## src/rtl/ras_pkg.sv

```systemverilog
package ras_pkg;

  typedef enum logic [1:0] {
    OP_NONE = 2'd0,
    OP_PUSH = 2'd1,
    OP_POP  = 2'd2,
    OP_REPL = 2'd3
  } ras_op_e;

  typedef struct packed {
    logic ovf;   // push onto full stack
    logic unf;   // pop from empty stack
    logic fill;  // push took last free entry
  } ras_evt_t;

endpackage

```

## src/rtl/ras_ctrl.sv

```systemverilog
module ras_ctrl
  import ras_pkg::*;
#(
  parameter int DEPTH = 31,
  localparam int PW = $clog2(DEPTH + 1)
) (
  input  logic          push_i,
  input  logic          pop_i,
  input  logic          dev_rst_i,
  input  logic [PW-1:0] ptr_i,
  output ras_op_e       op_o,
  output ras_evt_t      evt_o
);

  logic is_full, is_empty;

  assign is_full  = (ptr_i == PW'(DEPTH));
  assign is_empty = (ptr_i == '0);

  always_comb begin
    op_o  = OP_NONE;
    evt_o = '0;
    if (!dev_rst_i) begin
      unique case ({push_i, pop_i})
        2'b11: if (!is_empty) op_o = OP_REPL;
        2'b10: begin
          if (is_full) begin
            evt_o.ovf = 1'b1;
          end else begin
            op_o = OP_PUSH;
            evt_o.fill = (ptr_i == PW'(DEPTH - 1));
          end
        end
        2'b01: begin
          if (is_empty) evt_o.unf = 1'b1;
          else          op_o = OP_POP;
        end
        default: ;
      endcase
    end
  end

endmodule

```

## src/rtl/ras_store.sv

```systemverilog
module ras_store
  import ras_pkg::*;
#(
  parameter int DEPTH = 31,
  parameter int AW    = 21,
  localparam int PW = $clog2(DEPTH + 1),
  localparam int IW = (DEPTH > 1) ? $clog2(DEPTH) : 1
) (
  input  logic          clk_i,
  input  logic          rst_ni,
  input  logic          dev_rst_i,
  input  ras_op_e       op_i,
  input  logic [AW-1:0] wdata_i,
  output logic [PW-1:0] ptr_o,
  output logic [AW-1:0] top_o
);

  logic [PW-1:0] ptr_q;
  logic [AW-1:0] mem_q [DEPTH];
  logic [IW-1:0] rd_idx;

  always_ff @(posedge clk_i or negedge rst_ni) begin
    if (!rst_ni) begin
      ptr_q <= '0;
    end else if (dev_rst_i) begin
      ptr_q <= '0;
    end else begin
      unique case (op_i)
        OP_PUSH: ptr_q <= ptr_q + PW'(1);
        OP_POP:  ptr_q <= ptr_q - PW'(1);
        default: ;
      endcase
    end
  end

  for (genvar g = 0; g < DEPTH; g++) begin : g_entry
    logic we;
    assign we = ((op_i == OP_PUSH) && (ptr_q == PW'(g))) ||
                ((op_i == OP_REPL) && (ptr_q == PW'(g + 1)));
    always_ff @(posedge clk_i) begin
      if (we) mem_q[g] <= wdata_i;
    end
  end

  assign rd_idx = IW'(ptr_q - PW'(1));
  assign top_o  = (ptr_q == '0) ? '0 : mem_q[rd_idx];
  assign ptr_o  = ptr_q;

  AST_PTR_BOUND: assert property (@(posedge clk_i) disable iff (!rst_ni)
    ptr_q <= PW'(DEPTH));

endmodule

```

## src/rtl/ras_fault.sv

```systemverilog
module ras_fault
  import ras_pkg::*;
(
  input  logic     clk_i,
  input  logic     rst_ni,
  input  ras_evt_t evt_i,
  input  logic     rst_on_fault_i,
  input  logic     clr_full_i,
  input  logic     clr_unf_i,
  output logic     full_o,
  output logic     unf_o,
  output logic     reset_req_o
);

  logic full_q, unf_q, req_q;

  // set beats clear
  always_ff @(posedge clk_i or negedge rst_ni) begin
    if (!rst_ni) begin
      full_q <= 1'b0;
      unf_q  <= 1'b0;
      req_q  <= 1'b0;
    end else begin
      full_q <= (full_q & ~clr_full_i) | evt_i.ovf | evt_i.fill;
      unf_q  <= (unf_q & ~clr_unf_i) | evt_i.unf;
      req_q  <= rst_on_fault_i & (evt_i.ovf | evt_i.unf);
    end
  end

  assign full_o      = full_q;
  assign unf_o       = unf_q;
  assign reset_req_o = req_q;

  AST_FULL_STICKY: assert property (@(posedge clk_i) disable iff (!rst_ni)
    (full_q && !clr_full_i) |=> full_q);
  AST_UNF_STICKY: assert property (@(posedge clk_i) disable iff (!rst_ni)
    (unf_q && !clr_unf_i) |=> unf_q);
  AST_REQ_CAUSE: assert property (@(posedge clk_i) disable iff (!rst_ni)
    req_q |-> $past(evt_i.ovf || evt_i.unf));
  AST_REQ_NEEDS_CFG: assert property (@(posedge clk_i) disable iff (!rst_ni)
    req_q |-> $past(rst_on_fault_i));

endmodule

```

## src/rtl/ras_top.sv

```systemverilog
module ras_top
  import ras_pkg::*;
#(
  parameter int DEPTH = 31,
  parameter int AW    = 21,
  localparam int PW = $clog2(DEPTH + 1)
) (
  input  logic          clk_i,
  input  logic          rst_ni,
  input  logic          dev_rst_i,
  input  logic          push_i,
  input  logic [AW-1:0] push_addr_i,
  input  logic          pop_i,
  output logic [AW-1:0] pop_addr_o,
  output logic [PW-1:0] depth_o,
  input  logic          rst_on_fault_i,
  input  logic          clr_full_i,
  input  logic          clr_unf_i,
  output logic          full_o,
  output logic          unf_o,
  output logic          reset_req_o
);

  ras_op_e  op;
  ras_evt_t evt;
  logic [PW-1:0] ptr;

  ras_ctrl #(.DEPTH(DEPTH)) u_ctrl (
    .push_i    (push_i),
    .pop_i     (pop_i),
    .dev_rst_i (dev_rst_i),
    .ptr_i     (ptr),
    .op_o      (op),
    .evt_o     (evt)
  );

  ras_store #(.DEPTH(DEPTH), .AW(AW)) u_store (
    .clk_i     (clk_i),
    .rst_ni    (rst_ni),
    .dev_rst_i (dev_rst_i),
    .op_i      (op),
    .wdata_i   (push_addr_i),
    .ptr_o     (ptr),
    .top_o     (pop_addr_o)
  );

  ras_fault u_fault (
    .clk_i          (clk_i),
    .rst_ni         (rst_ni),
    .evt_i          (evt),
    .rst_on_fault_i (rst_on_fault_i),
    .clr_full_i     (clr_full_i),
    .clr_unf_i      (clr_unf_i),
    .full_o         (full_o),
    .unf_o          (unf_o),
    .reset_req_o    (reset_req_o)
  );

  assign depth_o = ptr;

  AST_NO_OVERWRITE: assert property (@(posedge clk_i) disable iff (!rst_ni)
    (push_i && !pop_i && !dev_rst_i && depth_o == PW'(DEPTH))
      |=> (depth_o == $past(depth_o) && pop_addr_o == $past(pop_addr_o) && full_o));
  AST_FILL_FLAG: assert property (@(posedge clk_i) disable iff (!rst_ni)
    (push_i && !pop_i && !dev_rst_i && depth_o == PW'(DEPTH - 1)) |=> full_o);
  AST_EMPTY_POP: assert property (@(posedge clk_i) disable iff (!rst_ni)
    (pop_i && !push_i && !dev_rst_i && depth_o == '0)
      |=> (depth_o == '0 && pop_addr_o == '0 && unf_o));
  AST_REPLACE_TOP: assert property (@(posedge clk_i) disable iff (!rst_ni)
    (push_i && pop_i && !dev_rst_i && depth_o != '0)
      |=> (depth_o == $past(depth_o) && pop_addr_o == $past(push_addr_i)));

endmodule

```

## config.mk

```make
export PLATFORM = sky130hd
export DESIGN_NAME = ras_top
export DESIGN_NICKNAME = d
export VERILOG_FILES = /design/src/rtl/ras_pkg.sv /design/src/rtl/ras_ctrl.sv /design/src/rtl/ras_store.sv /design/src/rtl/ras_fault.sv /design/src/rtl/ras_top.sv
export SDC_FILE = /design/constraint.sdc
export NUM_CORES = 1
export LEC_CHECK = 0
export ABC_AREA = 1
export BUFFER_PORTS_ARGS = -buffer_cell sky130_fd_sc_hd__buf_4
export CELL_PAD_IN_SITES_DETAIL_PLACEMENT = 1
export CELL_PAD_IN_SITES_GLOBAL_PLACEMENT = 2
export CORE_UTILIZATION = 35
export DETAILED_ROUTE_END_ITERATION = 10
export PLACE_DENSITY = 0.74
export SETUP_SLACK_MARGIN = 0.15
export SYNTH_ARGS = -nofsm -noshare
export SYNTH_HDL_FRONTEND = slang
export SYNTH_HIERARCHICAL = 1
export SYNTH_SLANG_ARGS = --single-unit
```

## constraint.sdc

```tcl
create_clock -name clk_i -period 3.6 [get_ports clk_i]
set_input_delay 0.18 -clock clk_i [delete_from_list [all_inputs] [get_ports clk_i]]
set_output_delay 0.18 -clock clk_i [all_outputs]
set_load 0.03 [all_outputs]
```

After elaboration in Yosys (flattened, before gate mapping). Memory sizes are Yosys's and may differ from the RTL's. Index checks and enable logic that the tools add are counted. W data, S select, Z words.

Register bits after elaboration: 8. Memory bits (writable): 651. Input bits: 29. Memories: 1.

$add $sub $neg: 2. Eq/ne operators: 37. Muxes and demuxes: 167. Bitwise logic cells: 9. Reductions and logical operators: 125.

Memories: u_store.mem_q (words 31, width 21, rd ports 1, clocked after Yosys merged registers in 0, wr ports 1, RTL line ras_store.sv:19) `logic [AW-1:0] mem_q [DEPTH];`.

Operator list (number): $mux W21 (31); $reduce_or A21 Y1 (30); $mux W5 (31); $mux W1 (99); $eq A5 B5 Y1 const B (16); $logic_and A1 B1 Y1 (62); $eq A5 B4 Y1 const B (8); $logic_or A1 B1 Y1 (31); $eq A5 B3 Y1 const B (4); $eq A5 B2 Y1 const B (2); $pmux W5 S2 (1); $eq A2 B2 Y1 const B (4); $mux W2 (3); $pmux W2 S3 (1); $add A5 B1 Y5 const B (1); $eq A5 B1 Y1 const B (1); $logic_not A5 Y1 (1); $sub A5 B1 Y5 const B (1); $eq A2 B1 Y1 const B (2); $or A1 B1 Y1 (4); $and A1 B1 Y1 (3); $mux W3 (1); $reduce_bool A3 Y1 (1); $not A1 Y1 (2).

Longest topological paths before layout. Gate-level depths: netlist (run 1).

Depth after elaboration: 40. Depth in mapped cells: 15.

Cells and area by module. Netlist (run 1), hierarchy kept.

Modules (own cells, without submodules): ras_store (instances 1, cells an instance 2315, area an instance 27166.1 um2, seq. area each 19673.9 um2); ras_fault (instances 1, cells an instance 14, area an instance 116.4 um2, seq. area each 75.1 um2); ras_ctrl (instances 1, cells an instance 21, area an instance 106.4 um2, seq. area each 0.0 um2).

Least setup slack after synthesis (run 1). OpenSTA, ideal clock, no wires.

Path kind: flip-flop to flip-flop. Start point: register u_store.ptr_q[1] (netlist: u_store/ptr_o[1]). End point: memory u_store.mem_q[30][0] (enable). Setup time: 428 ps. Arrival: 3132 ps. Setup slack: 40 ps. Cell stages (with the launch flop): 10. Path buffers: 1. Path through: dfrtp_1 -> nor2_1 -> nand3b_1 -> nand2_1 -> a21oi_2 -> inv_1 -> nor2_1 -> inv_1 -> clkbuf_1 -> o21ai_0.

RTL lines: start: declaration (RTL line ras_store.sv:18) `logic [PW-1:0] ptr_q;`; start signal: assignment (RTL line ras_store.sv:29) `OP_PUSH: ptr_q <= ptr_q + PW'(1);`; start signal: assignment (RTL line ras_store.sv:30) `OP_POP: ptr_q <= ptr_q - PW'(1);`; $eq A5 B5 Y1 or $logic_not A5 Y1 (tied branches) (RTL line ras_ctrl.sv:17, ras_ctrl.sv:18); $mux W1 or $mux W2 (tied branches) (RTL line ras_ctrl.sv:27, ras_ctrl.sv:25); $pmux W2 S3 * (RTL line ras_ctrl.sv:24) `unique case ({push_i, pop_i})`; $mux W2 * (RTL line ras_ctrl.sv:23) `if (!dev_rst_i) begin`; via op[0] (RTL line ras_top.sv:24) `ras_op_e op;`; $eq A2 B1 Y1 or $eq A2 B2 Y1 (tied branches) (RTL line ras_store.sv:38, ras_store.sv:39); $logic_and A1 B1 Y1 (on tied branches) (RTL line ras_store.sv:38, ras_store.sv:39); $logic_or A1 B1 Y1 * (RTL line ras_store.sv:38) `assign we = ((op_i == OP_PUSH) && (ptr_q == PW'(g))) ||`; via u_store.g_entry[30].we (RTL line ras_store.sv:37) `logic we;`; $mux W1 * (RTL line ras_store.sv:41) `if (we) mem_q[g] <= wdata_i;`; $mux W1 (not written as such) * (RTL line ras_store.sv:41); $reduce_or A21 Y1 (no line); $mux W5 (no line) or $mux W1 (tied branches); end: declaration (RTL line ras_store.sv:19).

Mark *: on every way through the listed nets, which the timed path passes. The rest lies on a longest branch.

Worst setup path in the final report (run 1).
Start point: register u_store.ptr_q[0] (netlist: u_store/ptr_o[0]). End point: output pop_addr_o[3].

Longest elaborated chain between the ends: 3.

RTL lines: $sub A5 B1 Y5 (RTL line ras_store.sv:45) `assign rd_idx = IW'(ptr_q - PW'(1));`; $mem_v2 Z31 W21; $mux W21 * (RTL line ras_store.sv:46) `assign top_o = (ptr_q == '0) ? '0 : mem_q[rd_idx];`; end: declaration (RTL line ras_top.sv:14) `output logic [AW-1:0] pop_addr_o,`.

Mark *: on every way between the ends. The rest lies on a longest branch, timed or not.

==> results of run 1 <==
==> placed cells by master (no fill, tap or decap), types with 17 or more instances in the layout <==
master and count:
sky130_fd_sc_hd__nand2_1 721, sky130_fd_sc_hd__edfxtp_1 651, sky130_fd_sc_hd__nand3_1 614, sky130_fd_sc_hd__buf_4 94
sky130_fd_sc_hd__inv_1 90, sky130_fd_sc_hd__clkbuf_16 75, sky130_fd_sc_hd__o22ai_4 29, sky130_fd_sc_hd__buf_12 23
sky130_fd_sc_hd__clkinv_1 21, sky130_fd_sc_hd__or2_1 18, sky130_fd_sc_hd__dlygate4sd3_1 17
==> report_power, final <==
group / leakage (nW) / total, mW / internal (mW) / switching (mW)
Combinational: 4.33 / 7.16 / 2.06 / 5.10
Clock: 1.08 / 7.01 / 3.96 / 3.05
Sequential: 5.96 / 8.56 / 8.51 / 0.0437
==> per-layer routing <==
metal | up-vias | global-route usage (%)
met5 | - | 0
met3 | 120 | 3.48
met2 | 536 | 34.5
li1 | 8404 | -
met4 | 0 | 7.18
met1 | 9684 | 30.8
==> registers in the layout, summed over array words and instances (netlist names) <==
signal,flops
u_store/mem_q,651
u_store/ptr_o,5
u_fault/full_o,1
u_fault/reset_req_o,1
u_fault/unf_o,1
==> stage by stage <==
stage | utilization (%) | setup WS [ps] | hold WS (ps) | cell area (µm²)
6_report | 41.3 | 270 | 11.7 | 32000
4_1_cts | 41.2 | 150 | 0.428 | 31900
3_3_place_gp | 38.1 | 659 | 1.30 | 29500
5_1_grt | 41.3 | 153 | 16.8 | 32000
2_1_floorplan | - | 257 | -116 | 27400
3_5_place_dp | 38.1 | 562 | 6.36 | 29500
==> area by class of cell <==
class	instances	area, µm²
Tap cell	1040	1300
Fill cell	8252	45500
Inverter	98	385
Clock inverter	41	279
Timing Repair Buffer	137	1410
Multi-Input combinational cell	1446	6930
Clock buffer	89	1930
Antenna cell	3	7.51
Sequential cell	659	19800
==> worst min-delay path by stage <==
| stage | end | start | slack (ps) | cells after the start |
|---|---|---|---|---|
| after floorplan | u_fault/full_o | rst_ni | -120 | 0 |
| after global placement | u_fault/full_o | rst_ni | 1 | 1 |
| after detailed placement | u_fault/full_o | rst_ni | 6 | 1 |
| after CTS | u_store/mem_q[3][8] | push_addr_i[8] | 0.4 | 1 |
| after global routing | u_store/mem_q[19][8] | push_addr_i[8] | 20 | 1 |
| final | u_store/mem_q[18][8] | push_addr_i[8] | 10 | 1 |
==> worst max-delay path, cell delays in order (launching register included) <==
cell and delay [ps]:
sky130_fd_sc_hd__dfrtp_4 570, sky130_fd_sc_hd__inv_8 120, sky130_fd_sc_hd__ha_4 170, sky130_fd_sc_hd__nand2_1 110, sky130_fd_sc_hd__nand2_4 120, sky130_fd_sc_hd__buf_12 450, sky130_fd_sc_hd__nand3_1 220, sky130_fd_sc_hd__nand3_1 210
sky130_fd_sc_hd__nand3_1 220, sky130_fd_sc_hd__nand2_1 140, sky130_fd_sc_hd__buf_4 170
==> cells by family after synthesis <==
logic type / count (synthesis)
AND/OR/NAND/NOR: 1397
flip-flops: 659
buffers and inverters: 245
AO/OA/AOI/OAI: 43
adder cells (fa/ha/maj): 6
==> timing repair <==
item                                   4_1_cts  5_1_grt
resized for setup                            2        4
endpoints found under the hold margin      208        0
gates cloned                                 1        0
hold buffers                                17        0
setup endpoints to repair                   12       12
pin swaps                                    0        1
buffers inserted                             0        5
==> metrics.md, run 1 <==
| Metric | Value |
|---|---|
| Remaining number of nets flagged by the antenna check after routing | 0 |
| Post-route fraction of the period consumed by the critical path | 92.5% |
| Mux contribution to synthesized area | 0% |
| Yosys warning count | 6 |
| Horizontal die dimension | between 200 and 300 µm |
| Total vias in the final route | 18,700 |
| Final-report max-slew violation count | 0 |
| Global-route congestion overflow total | 0 |
| Placement row count | 102 |
| Most area-hungry cell type in the Yosys netlist | sky130_fd_sc_hd__edfxtp_1 |
| Ranking of synthesized cells by area | sky130_fd_sc_hd__edfxtp_1 (71%), sky130_fd_sc_hd__nand3_1 (11%), sky130_fd_sc_hd__nand2_1 (9.9%) |
| Pin count of the biggest net entering global routing | between 150 and 200 |
| Avg Cell Area, Syn | around 12 µm² |
| Total wire length after detailed routing | 85.6 mm |
| Synth Area in Compound Gates | less than 1% |
| Overall fraction of global-route tracks in use | around 22% |
| Average via count per standard cell | 5.34 |
| Post-layout nets | ~2,500 |
| Number of placed cells counting well taps | about 3,400 |
| Via count of the first global-routing pass | roughly 19,000 |
| Later-pin clock latency in the skew report | between 600 and 700 ps |
| Status | complete, no violations |
| Wire length the detailed router placed on met1 | approximately 38 mm |
| Sinks on Clock Net | approximately 660 |
| Die outline area | 0.0794 mm² |
| Max Freq | roughly 0.30 GHz |
| Syn Inst Count | between 2,000 and 2,500 |
| Met3 routed WL | 4.79 mm |
| First-iteration detailed-routing DRC count | roughly 1,600 |
| Aggregate negative setup slack | 0 ps |
| Highest layer used for signal routing | met4 |
| Initial core utilization | about 35% |
| Part of the Yosys area used for sequential elements | 72.1% |
| Clock tree buffer depth | 3 |
| Number of hold violations in the final report | 0 |
| R2R Path End | u_store/mem_q[22][10] |
| FFs w/ async S/R, synth | ~1.2% |
| Total of flip-flops plus latches after synthesis | roughly 660 |
| Pwr/cell area | around 710 mW/mm² |
| Data required time at the worst endpoint | between 3000 and 4000 ps |
| Leading cell type by number of instances after synthesis | sky130_fd_sc_hd__nand2_1 |
| Clock H-tree levels | 3 |
| Xor/xnor cell area share of the yosys netlist | 0% |
| Final weighted congestion in routability-driven placement | just over 0.8 |
| Highest fanout seen on the critical path | 81 |
| Worst reg2reg startpoint | u_store/ptr_o[0] |
| Endpoint arrival time on the critical path | 3150 ps |
| DP Wirelength | about 48 mm |
| EDFF count, synth | 651 |
| Syn nets | roughly 2,400 |
| Endpoint of the most critical setup path | pop_addr_o[3] |
| Total power after layout | around 23 mW |
| Area share of fa/ha/maj cells after synthesis | less than 1% |
| Number of buffers created by CTS | 74 |
| Number of max-cap violations | 0 |
| Path type of the worst min-delay path | primary input to register |
| Post-synthesis instance area | around 0.027 mm² |
| WL per Instance | between 20 and 25 µm |
| Flop-to-flop setup slack | about 550 ps |
| Pre-Repair DR Iteration Count | 5 |
| Share of the synthesized area in the top cell type | between 70% and 80% |
| Synth cell types | 30 |
| RSZ-0062 raised after global routing | no |
| Area growth from synthesis to layout | 16.8% |
| Buffers on Ports | 57 |
| Finished Layout Cells | between 3,000 and 4,000 |
| Slew at the pin with the worst max-slew slack | roughly 1200 ps |
| DR WL met2 | 40.2 mm |
| First-pass GRT wire length | 127 mm |
| Final clock skew | 19.3 ps |
| Die height | 282 µm |
| Type of the worst setup path | register to output pin |
| Clk slew on worst S/H paths | about 50 ps |
| Tmin final | between 3000 and 4000 ps |
| # DRC | 0 |
| Initial antenna violation count | 4 |
| I/O Pins | 58 |
| Clock tree from TritonCTS | built |
| Worst slew margin | between 10% and 20% |
| Critical path startpoint category | register |
| Top post-synthesis cells by count | sky130_fd_sc_hd__nand2_1 (723), sky130_fd_sc_hd__edfxtp_1 (651), sky130_fd_sc_hd__nand3_1 (616) |
| Number of cells traversed by the worst register-to-register path | 9 |
| Final setup violating endpoints | 0 |
| Max rail drop VDD | 0.000657 V |
| Leakage | 11.4 nW |
| Clock root cell | sky130_fd_sc_hd__clkbuf_16 |
| Simple-gate share of the synthesized area | between 20% and 30% |
| Main combinational cell family by area after synthesis | simple AND/OR/NAND/NOR gates |
| CP endpoint kind | output pin |
| Dominant synthesized flop cell | sky130_fd_sc_hd__edfxtp_1 |
| Area of the core | about 0.077 mm² |
| Crit. Startpoint | u_store/ptr_o[0] |
| Proportion of layout cells with a drive suffix above 1 | 11.5% |
(Power assumes the default switching activity.)
==> run 2: changes to the inputs <==
CORE_ASPECT_RATIO = 0.5   (was default)
==> run 2 against run 1 <==
Compared with the run above:
- critical path depth down 1
- count of clock-buffer cells in the layout down 8
- first-iteration DRC count increased by 2.3%
- flip-flop and latch count stayed put
- global-route usage down 0.90 points
- die area barely moved
- largest power group unchanged
==> metrics.md, run 2 (same netlist as run 1, synthesis figures left out) <==
| Metric | Value |
|---|---|
| Combinational share of power | 32.8% |
| Total wire length after detailed routing | between 80 and 90 mm |
| Buffers on Ports | between 50 and 60 |
| Initial antenna violation count | 1 |
| Total vias in the final route | between 15,000 and 20,000 |
| Pwr/cell area | 698 mW/mm² |
| Global-route congestion overflow total | 0 |
| Data required time at the worst endpoint | approximately 3400 ps |
| Final setup violating endpoints | 0 |
| Clock root cell | sky130_fd_sc_hd__clkbuf_16 |
| Final Hold Slack | 110 ps |
| Number of filler instances in the final layout | 8,193 |
| Final-report max-slew violation count | 0 |
| Final non-filler cell area | between 0.03 and 0.04 mm² |
| Via count of the first global-routing pass | between 15,000 and 20,000 |
| Number of hold violations in the final report | 0 |
| Die height | about 200 µm |
| RSZ-0062 raised after global routing | yes |
| Slowest-stage cell, CP | sky130_fd_sc_hd__dfrtp_4 |
| Area after DPL | between 0.02 and 0.03 mm² |
| Critical path startpoint category | register |
| WL per Instance | around 24 µm |
| Overall fraction of global-route tracks in use | 21.0% |
| First-iteration detailed-routing DRC count | about 1,600 |
| Final clock skew | 20.6 ps |
| Leakage | 11.3 nW |
| Number of buffers created by CTS | 61 |
| Top register by number of flip-flops | u_store/mem_q |
| Clock H-tree levels | 2 |
| Area occupied by multi-input gates | roughly 0.0069 mm² |
| Worst slew margin | 12.8% |
| Highest fanout seen on the critical path | approximately 180 |
| Later-pin clock latency in the skew report | between 600 and 700 ps |
| Net switching power | just over 8 mW |
| CP endpoint kind | output pin |
| Largest register FFs | between 600 and 700 |
| Path type of the worst min-delay path | primary input to register |
| Switching power as a share of total power | approximately 37% |
| Sinks on Clock Net | 659 |
| Internal power component | between 10 and 15 mW |
| I/O Pins | 58 |
| Stage delay of the slowest cell on the critical path | roughly 550 ps |
| Horizontal die dimension | 398 µm |
| Aggregate negative setup slack | 0 ps |
| Post-route fraction of the period consumed by the critical path | between 90% and 100% |
| Proportion of layout cells with a drive suffix above 1 | between 10% and 20% |
| First-pass GRT wire length | roughly 120 mm |
| Endpoint arrival time on the critical path | around 3300 ps |
| Pin count of the biggest net entering global routing | between 150 and 200 |
| Area of the core | approximately 0.077 mm² |
| Post-layout nets | 2,462 |
| Clk slew on worst S/H paths | approximately 70 ps |
| Clock tree from TritonCTS | built |
| Initial core utilization | 35.4% |
| DP Wirelength | approximately 47 mm |
| # DRC | 0 |
| Flip-flop and latch area | 0.0198 mm² |
| Die outline area | around 0.079 mm² |
| Commonest cells after routing, fill and taps aside | sky130_fd_sc_hd__nand2_1 (721), sky130_fd_sc_hd__edfxtp_1 (651), sky130_fd_sc_hd__nand3_1 (616) |
| Number of max-cap violations | 0 |
| Status | complete, no violations |
| Final weighted congestion in routability-driven placement | 0.810 |
| Slew at the pin with the worst max-slew slack | between 1000 and 1500 ps |
| Most common cell after layout, fill and taps aside | sky130_fd_sc_hd__nand2_1 |
| Average via count per standard cell | ~5.3 |
| Max Freq | between 0.2 and 0.3 GHz |
| Max rail drop VDD | about 0.00044 V |
| Tmin final | ~3500 ps |
| Share of power burned in the clock network | between 20 and 30% |
| Type of the worst setup path | register to output pin |
| Remaining number of nets flagged by the antenna check after routing | 0 |
| Sequential power share | between 30% and 40% |
| Placement row count | slightly above 70 |
| Most common cell type on the critical path | sky130_fd_sc_hd__nand3_1 |
| CP cell instances | inv_8, buf_12, nand2_1, nand3_1, nand3_1, nand3_1, nand3_1, nand2_1, buf_4 |
| Clock tree buffer depth | 3 |
| Pre-Repair DR Iteration Count | 5 |
| Area growth from synthesis to layout | 16.0% |
run 2: timing repair:
item                                    CTS  global route
cloned                                    0             1
endpoints found under the hold margin   559             0
setup buffers                             0             5
gates resized for setup                   6             4
hold buffers                             29             0
endpoints found under the setup margin   21            14
pin swaps                                 0             1
run 2: metrics by stage:
step / total power [mW] / setup WS [ps] / instances / util, %
floorplan: 13.0 / 257 / 2350 / -
global placement: 15.7 / 692 / 3365 / 38.1
detailed placement: 15.7 / 663 / 3365 / 38.1
CTS: 22.1 / 134 / 3504 / 40.9
global route: 23.1 / 87.1 / 3510 / 41.0
finish: 22.2 / 91.8 / 3511 / 41.0
run 2: final cells by class:
cell class | count | share of cell area (%)
clock buffer | 81 | 5.20
antenna | 1 | 0.00788
multi-input combinational | 1446 | 21.8
clock inverter | 29 | 0.749
tap | 1036 | 4.08
inverter | 98 | 1.22
sequential | 659 | 62.2
timing repair buffer | 161 | 4.74
run 2: worst paths after layout:
kind	start	to	slack, ps	cells after the start
min reg2reg	u_fault/full_o	u_fault/full_o	480	2
max reg2reg	u_store/ptr_o[2]	u_store/mem_q[20][16]	640	10
max	u_store/ptr_o[0]	pop_addr_o[16]	90	9
min	push_i	u_fault/full_o	110	5
max in group asynchronous	rst_ni	u_store/ptr_o[0]	2670	3
min in group asynchronous	rst_ni	u_fault/reset_req_o	560	3
run 2: worst max-delay path, delay by kind of cell, from the launching register on:
kind | cells | cell delay [ps]
buffers and inverters | 3 | 700
DFF | 1 | 550
and+or+nand+nor | 6 | 950
run 2: per-layer routing:
metal / wire [µm] / track usage, % / vias up
met5: 0 / 0 / -
met4: 1750 / 5.37 / 0
met3: 4640 / 3.53 / 89
met2: 38000 / 32.8 / 450
met1: 39800 / 30.3 / 9663
li1: - / - / 8412
run 2: power groups by stage:
stage	clock [mW]	sequential, mW	combinational (mW)
floorplan	0	8.73	4.22
global placement	0	8.70	7.00
detailed placement	0	8.71	7.04
CTS	6.48	8.54	7.13
global route	6.74	8.54	7.81
finish	6.35	8.54	7.28
==> run 3: changes to the inputs <==
PLACE_DENSITY = 0.71   (was 0.74)
==> run 3 against run 2 <==
Compared with the run above:
- utilization rose by 0.72 points
- cell count up 0.31%
- worst setup slack gained 110 ps
- critical path depth grew 1
- sequential power about the same
==> metrics.md, run 3 (same netlist as run 1, synthesis figures left out) <==
| Metric | Value |
|---|---|
| Final-report max-slew violation count | 0 |
| Commonest cells after routing, fill and taps aside | sky130_fd_sc_hd__nand2_1 (721), sky130_fd_sc_hd__edfxtp_1 (651), sky130_fd_sc_hd__nand3_1 (613) |
| Path type of the worst min-delay path | primary input to register |
| Met3 routing resource usage after global routing | 4.77% |
| Post-layout nets | between 2,000 and 2,500 |
| Sinks on Clock Net | between 600 and 700 |
| Initial core utilization | between 30 and 40% |
| WL per Instance | 24.9 µm |
| Global-route congestion overflow total | 0 |
| Most used routing layer | met1 |
| Number of filler instances in the final layout | ~8,000 |
| Slowest-stage cell, CP | sky130_fd_sc_hd__dfrtp_4 |
| Type of the worst setup path | register to output pin |
| Clk slew on worst S/H paths | about 70 ps |
| Post-route fraction of the period consumed by the critical path | a little over nine tenths |
| # DRC | 0 |
| Data required time at the worst endpoint | 3420 ps |
| Buffers on Ports | between 50 and 60 |
| Average via count per standard cell | 5.35 |
| Pwr/cell area | a little over 700 mW/mm² |
| Clock H-tree levels | 2 |
| DP Wirelength | 51.2 mm |
| Leakage | 11.5 nW |
| Initial antenna violation count | 1 |
| Final weighted congestion in routability-driven placement | just over 0.8 |
| Largest register FFs | approximately 650 |
| Later-pin clock latency in the skew report | about 660 ps |
| Max rail drop VDD | between 0.0003 and 0.0004 V |
| Overall fraction of global-route tracks in use | between 20% and 30% |
| Most common cell after layout, fill and taps aside | sky130_fd_sc_hd__nand2_1 |
| Top register by number of flip-flops | u_store/mem_q |
| Number of hold violations in the final report | 0 |
| Number of max-cap violations | 0 |
| Area of the core | 0.0774 mm² |
| Pre-Repair DR Iteration Count | 7 |
| Final clock skew | roughly 14 ps |
| Slew at the pin with the worst max-slew slack | between 800 and 900 ps |
| Die height | approximately 200 µm |
| Number of buffers created by CTS | a little over 60 |
| Worst slew margin | 40.0% |
| CP cell instances | inv_16, ha_4, clkinv_16, buf_12, nand3_1, nand3_1, nand3_1, nand3_1, nand2_1, buf_4 |
| Highest fanout seen on the critical path | 34 |
| First-iteration detailed-routing DRC count | roughly 2,000 |
| Remaining number of nets flagged by the antenna check after routing | 0 |
| Pin count of the biggest net entering global routing | 195 |
| Proportion of layout cells with a drive suffix above 1 | 11.9% |
| Global Route met2 Usage | around a third |
| Endpoint arrival time on the critical path | between 3000 and 4000 ps |
| CP endpoint kind | output pin |
| First-pass GRT wire length | 126 mm |
| Status | complete, no violations |
| Flop-to-flop setup slack | around 480 ps |
| Aggregate negative setup slack | 0 ps |
| Die outline area | slightly below 0.08 mm² |
| Area growth from synthesis to layout | 18.0% |
| Tmin final | 3400 ps |
| Stage delay of the slowest cell on the critical path | approximately 500 ps |
| Placement row count | 72 |
| Total vias in the final route | roughly 19,000 |
| Via count of the first global-routing pass | roughly 18,000 |
| Max Freq | ~0.3 GHz |
| Clock tree from TritonCTS | built |
| Most common cell type on the critical path | sky130_fd_sc_hd__nand3_1 |
| Horizontal die dimension | about 400 µm |
| Critical path startpoint category | register |
| RSZ-0062 raised after global routing | no |
| Clock root cell | sky130_fd_sc_hd__clkbuf_16 |
| I/O Pins | 58 |
| Global routing usage on met1 | between 30% and 40% |
| Final setup violating endpoints | 0 |
| Clock tree buffer depth | 3 |
| Final core occ | 41.8% |
| Total wire length after detailed routing | 87.6 mm |
## run 3: worst max-delay path: cells and delay by family (launching register included)
kind,cells,cell delay (ps)
AND/OR/NAND/NOR,5,850
buffers and inverters,4,690
flip-flops,1,500
adder cells (fa/ha/maj),1,440
## run 3: worst paths after layout
kind                                        from               endpoint  cells after the start
min in group asynchronous                 rst_ni       u_store/ptr_o[3]                      3
worst max-delay path            u_store/ptr_o[0]         pop_addr_o[20]                     10
max in group asynchronous                 rst_ni       u_store/ptr_o[0]                      3
worst min register to register    u_fault/full_o         u_fault/full_o                      2
worst min-delay path             push_addr_i[17]  u_store/mem_q[24][17]                      1
worst max register to register  u_store/ptr_o[2]  u_store/mem_q[12][11]                      8
## run 3: routing by layer
metal / routed length, µm / up-vias
li1: - / 8444
met1: 41700 / 9681
met2: 37200 / 597
met3: 7010 / 104
met4: 1730 / 0
met5: 0 / -
## run 3: what timing repair did
item	4_1_cts	5_1_grt
hold buffers	27	0
endpoints found under the setup margin	21	18
pin swaps	2	2
gates cloned	4	1
hold endpoints to repair	560	0
setup buffers	7	12
gates resized for setup	16	9
## run 3: metrics by stage
| step | power, mW | std cells | hold WS (ps) | setup WS (ps) | area, µm² |
|---|---|---|---|---|---|
| after floorplan | 13.0 | 2350 | -116 | 257 | 27400 |
| after global placement | 15.9 | 3360 | 13.3 | 536 | 29600 |
| after detailed placement | 16.0 | 3360 | 15.7 | 501 | 29600 |
| after CTS | 22.9 | 3508 | 2.66 | 150 | 32100 |
| after global routing | 23.9 | 3521 | 15.6 | 140 | 32300 |
| final | 23.0 | 3522 | 30.4 | 198 | 32300 |
## run 3: where the power goes
part / internal [mW] / switching [mW] / leakage (nW) / total [mW]
combinational: 2.43 / 5.56 / 4.63 / 7.99
sequential: 8.51 / 0.0395 / 5.96 / 8.55
clock: 3.57 / 2.90 / 0.935 / 6.47
## run 3: layout make-up
class | count | area [µm²] | share of cell area, %
timing repair buffer | 172 | 1980 | 6.13
clock buffer | 78 | 1610 | 4.99
multi-input combinational | 1446 | 6940 | 21.5
tap | 1036 | 1300 | 4.01
inverter | 98 | 418 | 1.29
sequential | 659 | 19800 | 61.1
antenna | 1 | 2.50 | 0.00774
clock inverter | 32 | 314 | 0.972
